### src/rtl/tlbf_pkg.sv
package tlbf_pkg;

    typedef enum logic [3:0] {
        VEC_NONE    = 4'h0,
        VEC_MISS    = 4'h8,
        VEC_INVALID = 4'h9,
        VEC_PID     = 4'hA,
        VEC_WPROT   = 4'hB
    } tlbf_vec_e;

    typedef enum logic {
        ST_IDLE = 1'b0,
        ST_RESP = 1'b1
    } tlbf_state_e;

    localparam logic [1:0] CAUSE_READ  = 2'b01;
    localparam logic [1:0] CAUSE_WRITE = 2'b10;

    // Bit positions decoded from the configuration word and the data word
    localparam int CFG_WEN_BIT = 19;
    localparam int CFG_VEN_BIT = 16;
    localparam int LO_G_BIT    = 4;
    localparam int LO_V_BIT    = 3;
    localparam int LO_W_BIT    = 1;

endpackage

### src/rtl/tlbf_store.sv
module tlbf_store #(
    parameter int NUM_SETS = 16,
    parameter int NUM_WAYS = 4,
    localparam int SET_W = $clog2(NUM_SETS),
    localparam int WAY_W = $clog2(NUM_WAYS)
) (
    input  logic                       clk,
    input  logic                       rst_n,
    input  logic                       wr_en,
    input  logic [SET_W-1:0]           wr_set,
    input  logic [WAY_W-1:0]           wr_way,
    input  logic [31:0]                wr_hi,
    input  logic [31:0]                wr_lo,
    input  logic [SET_W-1:0]           rd_set,
    output logic [NUM_WAYS-1:0][31:0]  rd_hi,
    output logic [NUM_WAYS-1:0][31:0]  rd_lo,
    input  logic [SET_W-1:0]           rb_set,
    input  logic [WAY_W-1:0]           rb_way,
    output logic [31:0]                rb_hi
);

    logic [NUM_SETS-1:0][NUM_WAYS-1:0][31:0] hi_q;
    logic [NUM_SETS-1:0][NUM_WAYS-1:0][31:0] lo_q;

    // all entries clear on reset; R13: writes land at the edge
    always_ff @(posedge clk or negedge rst_n) begin
        if (!rst_n) begin
            hi_q <= '0;
            lo_q <= '0;
        end else if (wr_en) begin
            hi_q[wr_set][wr_way] <= wr_hi;
            lo_q[wr_set][wr_way] <= wr_lo;
        end
    end

    assign rd_hi = hi_q[rd_set];
    assign rd_lo = lo_q[rd_set];
    assign rb_hi = hi_q[rb_set][rb_way];

endmodule

### src/rtl/tlbf_check.sv
module tlbf_check
    import tlbf_pkg::*;
#(
    parameter int NUM_WAYS  = 4,
    parameter int PAGE_BITS = 13,
    parameter int PID_W     = 8,
    localparam int VPN_W = 32 - PAGE_BITS
) (
    input  logic [31:0]               vaddr,
    input  logic                      is_write,
    input  logic [PID_W-1:0]          cur_pid,
    input  logic [31:0]               cfg,
    input  logic [NUM_WAYS-1:0][31:0] way_hi,
    input  logic [NUM_WAYS-1:0][31:0] way_lo,
    output tlbf_vec_e                 vec,
    output logic [VPN_W-1:0]          pfn
);

    logic [NUM_WAYS-1:0] tag_eq;
    logic [NUM_WAYS-1:0] first_hit;
    logic [31:0]         hit_hi;
    logic [31:0]         hit_lo;
    logic [PID_W-1:0]    e_pid;
    logic                e_g, e_v, e_w;

    // tag compare per way; R2 lowest matching way wins
    for (genvar w = 0; w < NUM_WAYS; w++) begin : g_way
        assign tag_eq[w] = (way_hi[w][31:PAGE_BITS] == vaddr[31:PAGE_BITS]);
        if (w == 0) begin : g_first
            assign first_hit[w] = tag_eq[w];
        end else begin : g_rest
            assign first_hit[w] = tag_eq[w] & ~(|tag_eq[w-1:0]);
        end
    end

    always_comb begin
        hit_hi = '0;
        hit_lo = '0;
        for (int w = 0; w < NUM_WAYS; w++) begin
            if (first_hit[w]) begin
                hit_hi = hit_hi | way_hi[w];
                hit_lo = hit_lo | way_lo[w];
            end
        end
    end

    assign e_pid = hit_hi[PID_W-1:0];
    assign e_g   = hit_lo[LO_G_BIT];
    assign e_v   = hit_lo[LO_V_BIT];
    assign e_w   = hit_lo[LO_W_BIT];
    assign pfn   = hit_lo[31:PAGE_BITS];

    // fixed check priority
    always_comb begin
        if (first_hit == '0) begin
            vec = VEC_MISS;
        end else if (cfg[CFG_VEN_BIT] && !e_v) begin
            vec = VEC_INVALID;
        end else if (!e_g && (e_pid != '1) && (e_pid != cur_pid)) begin
            vec = VEC_PID;
        end else if (is_write && cfg[CFG_WEN_BIT] && !e_w) begin
            vec = VEC_WPROT;
        end else begin
            vec = VEC_NONE;
        end
    end

    logic unused_fields;
    assign unused_fields = ^{cfg[31:CFG_WEN_BIT+1], cfg[CFG_WEN_BIT-1:CFG_VEN_BIT+1],
                             cfg[CFG_VEN_BIT-1:0], vaddr[PAGE_BITS-1:0],
                             hit_hi[PAGE_BITS-1:PID_W], hit_lo[PAGE_BITS-1:LO_G_BIT+1],
                             hit_lo[LO_V_BIT-1:LO_W_BIT+1], hit_lo[LO_W_BIT-1:0]};

endmodule

### src/rtl/tlbf_unit.sv
module tlbf_unit
    import tlbf_pkg::*;
#(
    parameter int NUM_SETS  = 16,
    parameter int NUM_WAYS  = 4,
    parameter int PAGE_BITS = 13,
    parameter int PID_W     = 8,
    localparam int SET_W = $clog2(NUM_SETS),
    localparam int WAY_W = $clog2(NUM_WAYS),
    localparam int SEL_W = SET_W + WAY_W
) (
    input  logic              clk,
    input  logic              rst_n,
    input  logic              mmu_en,
    input  logic              req_valid,
    input  logic [31:0]       req_vaddr,
    input  logic              req_write,
    input  logic [PID_W-1:0]  req_pid,
    input  logic [31:0]       prot_cfg,
    input  logic              tlb_wr_en,
    input  logic [SET_W-1:0]  tlb_wr_set,
    input  logic [WAY_W-1:0]  tlb_wr_way,
    input  logic [31:0]       tlb_wr_hi,
    input  logic [31:0]       tlb_wr_lo,
    output logic              rsp_valid,
    output logic [31:0]       rsp_paddr,
    output logic              rsp_fault,
    output logic [3:0]        rsp_vec,
    output logic [31:0]       fault_cause,
    output logic [SEL_W-1:0]  refill_sel,
    output logic [31:0]       rb_vaddr
);

    localparam int VPN_W = 32 - PAGE_BITS;
    localparam int PAD_W = PAGE_BITS - 2 - PID_W;

    tlbf_state_e                 state_q, state_d;
    logic [SET_W-1:0]            req_set;
    logic [NUM_WAYS-1:0][31:0]   set_hi, set_lo;
    logic [31:0]                 rb_hi;
    tlbf_vec_e                   chk_vec;
    logic [VPN_W-1:0]            chk_pfn;

    assign req_set = req_vaddr[PAGE_BITS+SET_W-1:PAGE_BITS];

    tlbf_store #(
        .NUM_SETS (NUM_SETS),
        .NUM_WAYS (NUM_WAYS)
    ) u_store (
        .clk    (clk),
        .rst_n  (rst_n),
        .wr_en  (tlb_wr_en),
        .wr_set (tlb_wr_set),
        .wr_way (tlb_wr_way),
        .wr_hi  (tlb_wr_hi),
        .wr_lo  (tlb_wr_lo),
        .rd_set (req_set),
        .rd_hi  (set_hi),
        .rd_lo  (set_lo),
        .rb_set (refill_sel[SET_W-1:0]),
        .rb_way (refill_sel[SEL_W-1:SET_W]),
        .rb_hi  (rb_hi)
    );

    tlbf_check #(
        .NUM_WAYS  (NUM_WAYS),
        .PAGE_BITS (PAGE_BITS),
        .PID_W     (PID_W)
    ) u_check (
        .vaddr    (req_vaddr),
        .is_write (req_write),
        .cur_pid  (req_pid),
        .cfg      (prot_cfg),
        .way_hi   (set_hi),
        .way_lo   (set_lo),
        .vec      (chk_vec),
        .pfn      (chk_pfn)
    );

    // State transitions
    always_comb begin
        unique case (state_q)
            ST_IDLE: state_d = req_valid ? ST_RESP : ST_IDLE;
            ST_RESP: state_d = req_valid ? ST_RESP : ST_IDLE;
        endcase
    end

    always_ff @(posedge clk or negedge rst_n) begin
        if (!rst_n) state_q <= ST_IDLE;
        else        state_q <= state_d;
    end

    assign rsp_valid = (state_q == ST_RESP);

    // Result, cause and selection registers
    always_ff @(posedge clk or negedge rst_n) begin
        if (!rst_n) begin
            rsp_paddr   <= '0;
            rsp_fault   <= 1'b0;
            rsp_vec     <= VEC_NONE;
            fault_cause <= '0;
            refill_sel  <= '0;
        end else if (req_valid) begin
            if (!mmu_en) begin
                rsp_paddr <= req_vaddr;
                rsp_fault <= 1'b0;
                rsp_vec   <= VEC_NONE;
            end else if (chk_vec == VEC_NONE) begin
                rsp_paddr <= {chk_pfn, req_vaddr[PAGE_BITS-1:0]};
                rsp_fault <= 1'b0;
                rsp_vec   <= VEC_NONE;
            end else begin
                rsp_paddr   <= '0;
                rsp_fault   <= 1'b1;
                rsp_vec     <= chk_vec;
                fault_cause <= {req_vaddr[31:PAGE_BITS], {PAD_W{1'b0}},
                                (req_write ? CAUSE_WRITE : CAUSE_READ), req_pid};
                if (chk_vec == VEC_MISS || chk_vec == VEC_INVALID) begin
                    refill_sel <= {{WAY_W{1'b0}}, req_set};
                end
            end
        end
    end

    assign rb_vaddr = {rb_hi[31:PAGE_BITS], {PAGE_BITS{1'b0}}};

    logic unused_rb;
    assign unused_rb = ^rb_hi[PAGE_BITS-1:0];

    // Assertions
    a_r3_resp_follows_req: assert property (@(posedge clk) disable iff (!rst_n)
        req_valid |=> rsp_valid);

    a_r3_no_resp_without_req: assert property (@(posedge clk) disable iff (!rst_n)
        !req_valid |=> !rsp_valid);

    a_r11_bypass: assert property (@(posedge clk) disable iff (!rst_n)
        (req_valid && !mmu_en) |=> (rsp_paddr == $past(req_vaddr)) && !rsp_fault);

    a_r8_fault_flag_matches_vec: assert property (@(posedge clk) disable iff (!rst_n)
        rsp_valid |-> (rsp_fault == (rsp_vec != VEC_NONE)));

    a_r8_cause_held_on_success: assert property (@(posedge clk) disable iff (!rst_n)
        (rsp_valid && !rsp_fault) |-> $stable(fault_cause));

    a_r9_sel_on_miss: assert property (@(posedge clk) disable iff (!rst_n)
        (rsp_valid && rsp_vec == VEC_MISS) |->
        (refill_sel == {{WAY_W{1'b0}}, $past(req_vaddr[PAGE_BITS+SET_W-1:PAGE_BITS])}));

    a_r6_wprot_only_writes: assert property (@(posedge clk) disable iff (!rst_n)
        (rsp_valid && rsp_vec == VEC_WPROT) |-> ($past(req_write) && $past(prot_cfg[CFG_WEN_BIT])));

endmodule

### config.mk
export PLATFORM = sky130hd
export DESIGN_NAME = tlbf_unit
export DESIGN_NICKNAME = d
export VERILOG_FILES = /design/src/rtl/tlbf_pkg.sv /design/src/rtl/tlbf_store.sv /design/src/rtl/tlbf_check.sv /design/src/rtl/tlbf_unit.sv
export SDC_FILE = /design/constraint.sdc
export NUM_CORES = 2
export LEC_CHECK = 0
export BUFFER_PORTS_ARGS = -buffer_cell sky130_fd_sc_hd__buf_2
export CORE_ASPECT_RATIO = 1.75
export CORE_MARGIN = 2
export CORE_UTILIZATION = 66
export CTS_CLUSTER_SIZE = 16
export DETAILED_ROUTE_END_ITERATION = 8
export PLACE_DENSITY = 0.88
export SLEW_MARGIN = 20
export SYNTH_ARGS = -nofsm -noshare
export SYNTH_HDL_FRONTEND = slang
export SYNTH_SLANG_ARGS = --single-unit
### constraint.sdc
create_clock -name clk -period 8.06 [get_ports clk]
set_clock_uncertainty 0.2 [all_clocks]
set_input_delay 0.806 -clock clk [delete_from_list [all_inputs] [get_ports clk]]
set_output_delay 0.806 -clock clk [all_outputs]
set_load 0.1 [all_outputs]
# Word level (Yosys, flattened, before mapping)
# Index checks and enable logic that the tools add are counted.
[word_totals] word_cells=210 ff_bits=4167 out_inout_bits=108 inputBits=148
[classes] magnitude_cmp=6 reduce_logical=17 n_eq_ne=8 muxes=32 bitwise_logic=13
[ops] op="bitwise mux 2048 bit" n=2
[ops] op="binary-select mux 128 bit (select 4 bit)" n=3
[ops] op="demux 128 bit (select 4 bit)" n=1
[ops] op="two-way mux 128 bit" n=3
[ops] op="two-way mux 32 bit" n=8
[ops] op="bitwise OR 32 bit" n=3
[ops] op="== test 19 bit" n=4
[ops] op="demux 32 bit (select 2 bit)" n=1
[ops] op="two-way mux 8 bit" n=4
[ops] op="two-way mux 4 bit" n=6
[ops] op="bitwise OR 8 bit" n=3
[ops] op="less-than comparator 4 x 5 -> 1 bit (second input constant)" n=3
[ops] op="== test 4 bit (second input constant)" n=2
[ops] op="zero test 4 bit" n=2
[ops] op="inequality test 8 bit" n=1
[ops] op="inequality test 8 bit (second input constant)" n=1
[ops] op="logical AND 1 bit" n=7
[ops] op=">= comparator 4 x 1 -> 1 bit (second input constant)" n=1
[ops] op="inverter 1 bit" n=4
[ops] op="AND reduction 4 bit" n=1
[ops] op="AND 1 bit" n=3
[ops] op="zero test 1 bit" n=3
[ops] op="less-than comparator 2 x 3 -> 1 bit (second input constant)" n=1
[ops] op="two-way mux 1 bit" n=3
[ops] op="other kinds (6)" n=6

# Logic depth before layout (Yosys ltp)
[logic_depth] word_depth=19 ltp_mapped=25

# By module
# A second synthesis with hierarchy kept.
[unflattened] cells_unflattened=12570 hier_area_um2=203742.9
[by_module_without_submodules] module="tlbf_store" n_inst=1 cells_per_inst=12019 seq_area_each_um2=102498.3 area_each_um2=198532.9
[by_module_without_submodules] module="tlbf_unit" n_inst=1 cells_per_inst=261 seq_area_each_um2=1776.7 area_each_um2=3090.5
[by_module_without_submodules] module="tlbf_check" n_inst=1 cells_per_inst=290 seq_area_each_um2=0.0 area_each_um2=2119.5

# Worst setup path after synthesis
# OpenSTA, ideal clock, no wires.
[synth_timing] path_kind="input -> register" startpoint="in req_vaddr[14]" endpoint="reg rsp_paddr[13]" t_arrival_ns=4.921 cell_stages=20 t_required_ns=7.724 slack_ns=2.804 cell_sequence="buf_6 -> buf_4 -> buf_6 -> buf_6 -> buf_6 -> buf_4 -> buf_6 -> buf_4 -> buf_4 -> buf_4 -> buf_4 -> buf_2 -> buf_4 -> clkbuf_1 -> clkbuf_1 -> mux4_2 -> mux4_2 -> a211oi_1 -> a2bb2oi_1 -> o21ai_0"
[synth_via] elab_chain_cells=19 elab_cells_between_ends=47 classes_between="eq/ne (6); mux (18); bitwise (12); reduce/logical (11)"
[synth_rtl] element="from (decl)" line="tlbf_unit.sv:16" source="input logic [31:0] req_vaddr,"
[synth_rtl] element="binary-select mux 128 bit (select 4 bit)" line="tlbf_store.sv:36" source="assign rd_hi = hi_q[rd_set];"
[synth_rtl] element="two-way mux 128 bit (not written as such)" line="tlbf_store.sv:36"
[synth_rtl] element="== test 19 bit" line="tlbf_check.sv:28" source="assign tag_eq[w] = (way_hi[w][31:PAGE_BITS] == vaddr[31:PAGE_BITS]);"
[synth_rtl] element="two-way mux 8 bit, or another cell as far along" line="tlbf_check.sv:40" source="if (first_hit[w]) begin"
[synth_rtl] element="bitwise OR 8 bit, or another cell as far along" line="tlbf_check.sv:41" source="hit_hi = hit_hi | way_hi[w];"
[synth_rtl] element="two-way mux 8 bit / two-way mux 32 bit (equally long branches)" line="tlbf_check.sv:40"
[synth_rtl] element="bitwise OR 8 bit / bitwise OR 32 bit (equally long branches)" line="tlbf_check.sv:41, tlbf_check.sv:42"
[synth_rtl] element="two-way mux 8 bit / two-way mux 32 bit (equally long branches)" line="tlbf_check.sv:40"
[synth_rtl] element="[3 not listed]"
[synth_rtl] element="logical AND 1 bit, on equally long branches" line="tlbf_check.sv:59, tlbf_check.sv:61"
[synth_rtl] element="logical AND 1 bit / two-way mux 4 bit (equally long branches)" line="tlbf_check.sv:59, tlbf_check.sv:61"
[synth_rtl] element="two-way mux 4 bit" line="tlbf_check.sv:59" source="end else if (!e_g && (e_pid != '1) && (e_pid != cur_pid)) begin"
[synth_rtl] element="two-way mux 4 bit" line="tlbf_check.sv:57" source="end else if (cfg[CFG_VEN_BIT] && !e_v) begin"
[synth_rtl] element="two-way mux 4 bit" line="tlbf_check.sv:55" source="if (first_hit == '0) begin"
[synth_rtl] element="zero test 4 bit" line="tlbf_unit.sv:108" source="end else if (chk_vec == VEC_NONE) begin"
[synth_rtl] element="two-way mux 32 bit *" line="tlbf_unit.sv:108"
[synth_rtl] element="two-way mux 32 bit *" line="tlbf_unit.sv:104" source="if (!mmu_en) begin"
[synth_rtl] element="to (signal assigned)" line="tlbf_unit.sv:105" source="rsp_paddr <= req_vaddr;"
[synth_rtl] element="to (signal assigned)" line="tlbf_unit.sv:109" source="rsp_paddr <= {chk_pfn, req_vaddr[PAGE_BITS-1:0]};"
[synth_rtl] element="to (decl)" line="tlbf_unit.sv:26" source="output logic [31:0] rsp_paddr,"
# Mark *: on every way between the ends. The rest lies on a longest branch, timed or not. The select of a mux whose other input is x is not followed.
# A chain may end at the register's enable or synchronous reset.

# Worst setup path in the final report
[layout_timing] startpoint="in req_vaddr[14]" endpoint="reg rsp_paddr[20]"
# The elaborated chain is that of the path after synthesis.

==> impl_metrics.ini <==
[place]
place_ws_ps = 700.4
dp_hpwl_mm = 273.7
portBuffers = 191
gp_congestion = 0.9693
placed_cells = 12030

[global_routing]
antenna_found_initial = 46
met2_usage_pct = 61.27
grt_pass1_vias = 99390
grt_first_pass_wirelength_mm = 677.1
grt_use_met1_pct = 47.40
globalRoute.busiestLayer = met2
track_usage_pct = 41.08
gr-total-overflow = 0
grt_max_degree = 199
grt.met3_usage_pct = 13.32

[power_and_ir_drop]
share_comb_of_total_power_pct = 15.6
power_w = 0.03979
p_switching_w = 0.01061
p_per_area_mw_per_mm2 = 245.6
p_clk_share_pct = 35.4
intPower_w = 0.02918
vdd_drop_max_v = 0.0001574
sw_frac_of_total_pct = 26.66
p_leak_nw = 76.14
p_seq_share_pct = 49.0

[clocking]
clkTransAtPathRegs_ps = 60
cts-resized-gates = 0
clk_latency_ps = 900
htreeDepth = 5
cts.sinks = 3206
root_buffer = clkbuf_16
cts_tree = built
cts-buffers-inserted = 289
clockBufferDepth = 4

[yosys]
ys_ff_latch = 3206
ys_top_cells_by_count = 3206 x dfrtp_1, 3192 x mux2_2, 835 x mux4_2
yosys_most_used_dff = dfrtp_1
synth.distinct_cells = 91
synth.cell_area_mm2 = 0.1491
yosysMostFrequentCell = dfrtp_1
synth.avg_cell_area_um2 = 15.40
ys_seq_area_share_pct = 53.81
yosys.area.top_type = dfrtp_1
postSynth.asyncResetShare_pct = 100.0
syn_inst = 9681
ys_top_cells_by_area = dfrtp_1 54%, mux2_2 24%, mux4_2 13%
yosys_warnings = 0
synth_enable_flop_cells = 0
yosysTopAreaCellShare_pct = 53.81

[finish]
drive_gt1_share_pct = 52.76
finalNonFillerCells = 12570
n_fill_cell = 12950
fin_nets = 9578
syn_to_final_growth_pct = 8.638

[critical_path]
reg2reg_depth = 15
cp_slowest_cell = mux2i_1
start_kind = input port
r2r_setup_slack_ps = 1500
cp.required_ps = 8660
endpoint_kind = register
worst-path-max-fanout = 73
cp.arrival_ps = 7850
crit_path_max_incr_delay_ps = 810
cp_common_cell = buf_12
r2r_start = u_store.hi_q[1463]
cp_top_family = compound AO/OA/AOI/OAI gates
worstSetupPathType = in -> reg
cp_cell_sequence = buf_8, buf_12, mux2_2, o22ai_1, a221oi_1, mux2i_1, xnor2_1, a2111oi_1, nand3_1, o311ai_1, a21oi_1, a2111oi_2, a31oi_4, nor2_1, buf_4, o211ai_2, buf_12, o21ai_0
path_buf_inv = 4
r2r_end = rsp_paddr[20]

[drt]
drt_iter0_markers = 11470
drt-pass1-iter-count = 7
wl_per_cell_um = 37.21
drc_errors = 1
route.vias.total = 93960
final_antenna_net_count = 0
via_per_inst = 7.472
wl_mm = 467.9

[sta]
slew_headroom_pct = 7.048
clock.fmax_mhz = 137.9
rsz0062_at_grt = false
slew_viol_final = 0
hold_viol_final = 1
fin_ws_ps = 808.4
tns_ps = 0
setup_viol_count_final = 0
post-route-period-util_pct = 89.97
finalCriticalPeriod_ps = 7252
hold_ws_ps = -2.798
tightestPinTransition_ps = 1391

[outcome]
status = finished, violations left
violations = design-rule violations, negative hold slack

[floorplanning]
die_width_um = 363.3
std_cell_rows = 230
io_pins = 256
start_util_pct = 66.43
design.core.area_mm2 = 0.2245
die_h_um = 632.8
die-area_mm2 = 0.2299

[hold_path]
hold_path.class = in -> reg
whs_endpoint = rsp_paddr[11]
holdCritStartpoint = req_vaddr[11]
whs_path_depth = 3

[run]
drv_cap = 0
-- layer usage --
layer / wire length [um] / vias up
met5: 130 / -
met2: 212000 / 6556
met1: 151300 / 49490
li1: - / 35470
met3: 53330 / 2432
met4: 51070 / 20
-- state kept, by name (all words and copies together), names as in the netlist --
| name | cells |
|---|---|
| rsp_paddr | 32 |
| fault_cause | 29 |
| u_store.hi_q | 1728 |
| u_store.lo_q | 1408 |
| rsp_fault | 1 |
| rsp_valid | 1 |
| refill_sel | 4 |
| rsp_vec | 3 |
-- cells in the final DEF (no fill, tap or decap), drive strengths merged, types with 56 or more instances in the layout --
master  Yosys  layout
buf       394     462
xnor2      78      78
nor2       91      91
a21oi      56      56
clkinv      2      64
mux4      835     835
o21ai      97      97
mux2     3200    3200
mux2i     218     218
clkbuf    628     403
dfrtp    3206    3206
o22ai      65      65
nand2     257     257
-- timing repair --
item,4_1_cts,5_1_grt
buffers inserted,0,0
hold endpoints to repair,97,0
hold buffers,6,0
-- per-stage QoR --
| stage | area (um2) | utilization (%) |
|---|---|---|
| after floorplan | 149200 | - |
| after global placement | 152100 | 67.74 |
| after detailed placement | 152100 | 67.77 |
| after CTS | 161700 | 72.02 |
| after global routing | 161900 | 72.13 |
| final | 162000 | 72.17 |
-- worst register-to-register path, stage by stage (launching register included) --
cell and delay, ps:
dfrtp_1 390, mux4_2 480, xnor2_1 720, o32ai_1 200, a31oi_1 820, nand4_1 540
nor3_4 680, nand2_1 130, a31oi_1 590, o21a_1 280, a31oi_4 240, nor2_1 440
buf_4 230, o211ai_2 100, buf_12 200, o21ai_0 230
-- logic make-up (layout without fill, tap and decap cells) --
| family | Yosys count | count (layout) | share of synthesized area, % |
|---|---|---|---|
| AO/OA/AOI/OAI | 510 | 510 | 2.451 |
| multiplexers | 4253 | 4253 | 38.24 |
| other | 1 | 54 | 0.002515 |
| flip-flops | 3206 | 3206 | 53.81 |
| AND/OR/NAND/NOR | 568 | 568 | 1.825 |
| XOR/XNOR | 78 | 78 | 0.4582 |
| buffers and inverters | 1065 | 1005 | 3.215 |
-- worst max path at each step --
stage	cells after the start	from	end	slack [ps]
6_report	18	req_vaddr[14]	rsp_paddr[20]	810
5_1_grt	18	req_vaddr[14]	fault_cause[6]	1010
4_1_cts	18	req_vaddr[13]	fault_cause[6]	1570
3_5_place_dp	18	req_vaddr[13]	fault_cause[6]	700
3_3_place_gp	17	req_vaddr[14]	fault_cause[9]	390
2_1_floorplan	20	req_vaddr[14]	rsp_paddr[13]	2800
-- power by group through the flow --
| stage | clock (W) | sequential, W | combinational [W] |
|---|---|---|---|
| 2_1_floorplan | 0 | 0.0195 | 0.00431 |
| 3_3_place_gp | 0 | 0.0194 | 0.00578 |
| 3_5_place_dp | 0 | 0.0197 | 0.00607 |
| 4_1_cts | 0.0141 | 0.0194 | 0.00614 |
| 5_1_grt | 0.0147 | 0.0197 | 0.00652 |
| 6_report | 0.0141 | 0.0195 | 0.00621 |
-- cell type report --
class	instances	area, um2	share of cell area (%)
timing repair buffer	468	3632	2.242
sequential	3206	80240	49.53
clock inverter	97	982.2	0.6063
tap	2900	3628	2.240
multi-input combinational	5428	64770	39.99
clock buffer	403	8499	5.247
inverter	37	147.6	0.09115
antenna	35	87.58	0.05407
Note: power is estimated with default switching activity, not from simulation.
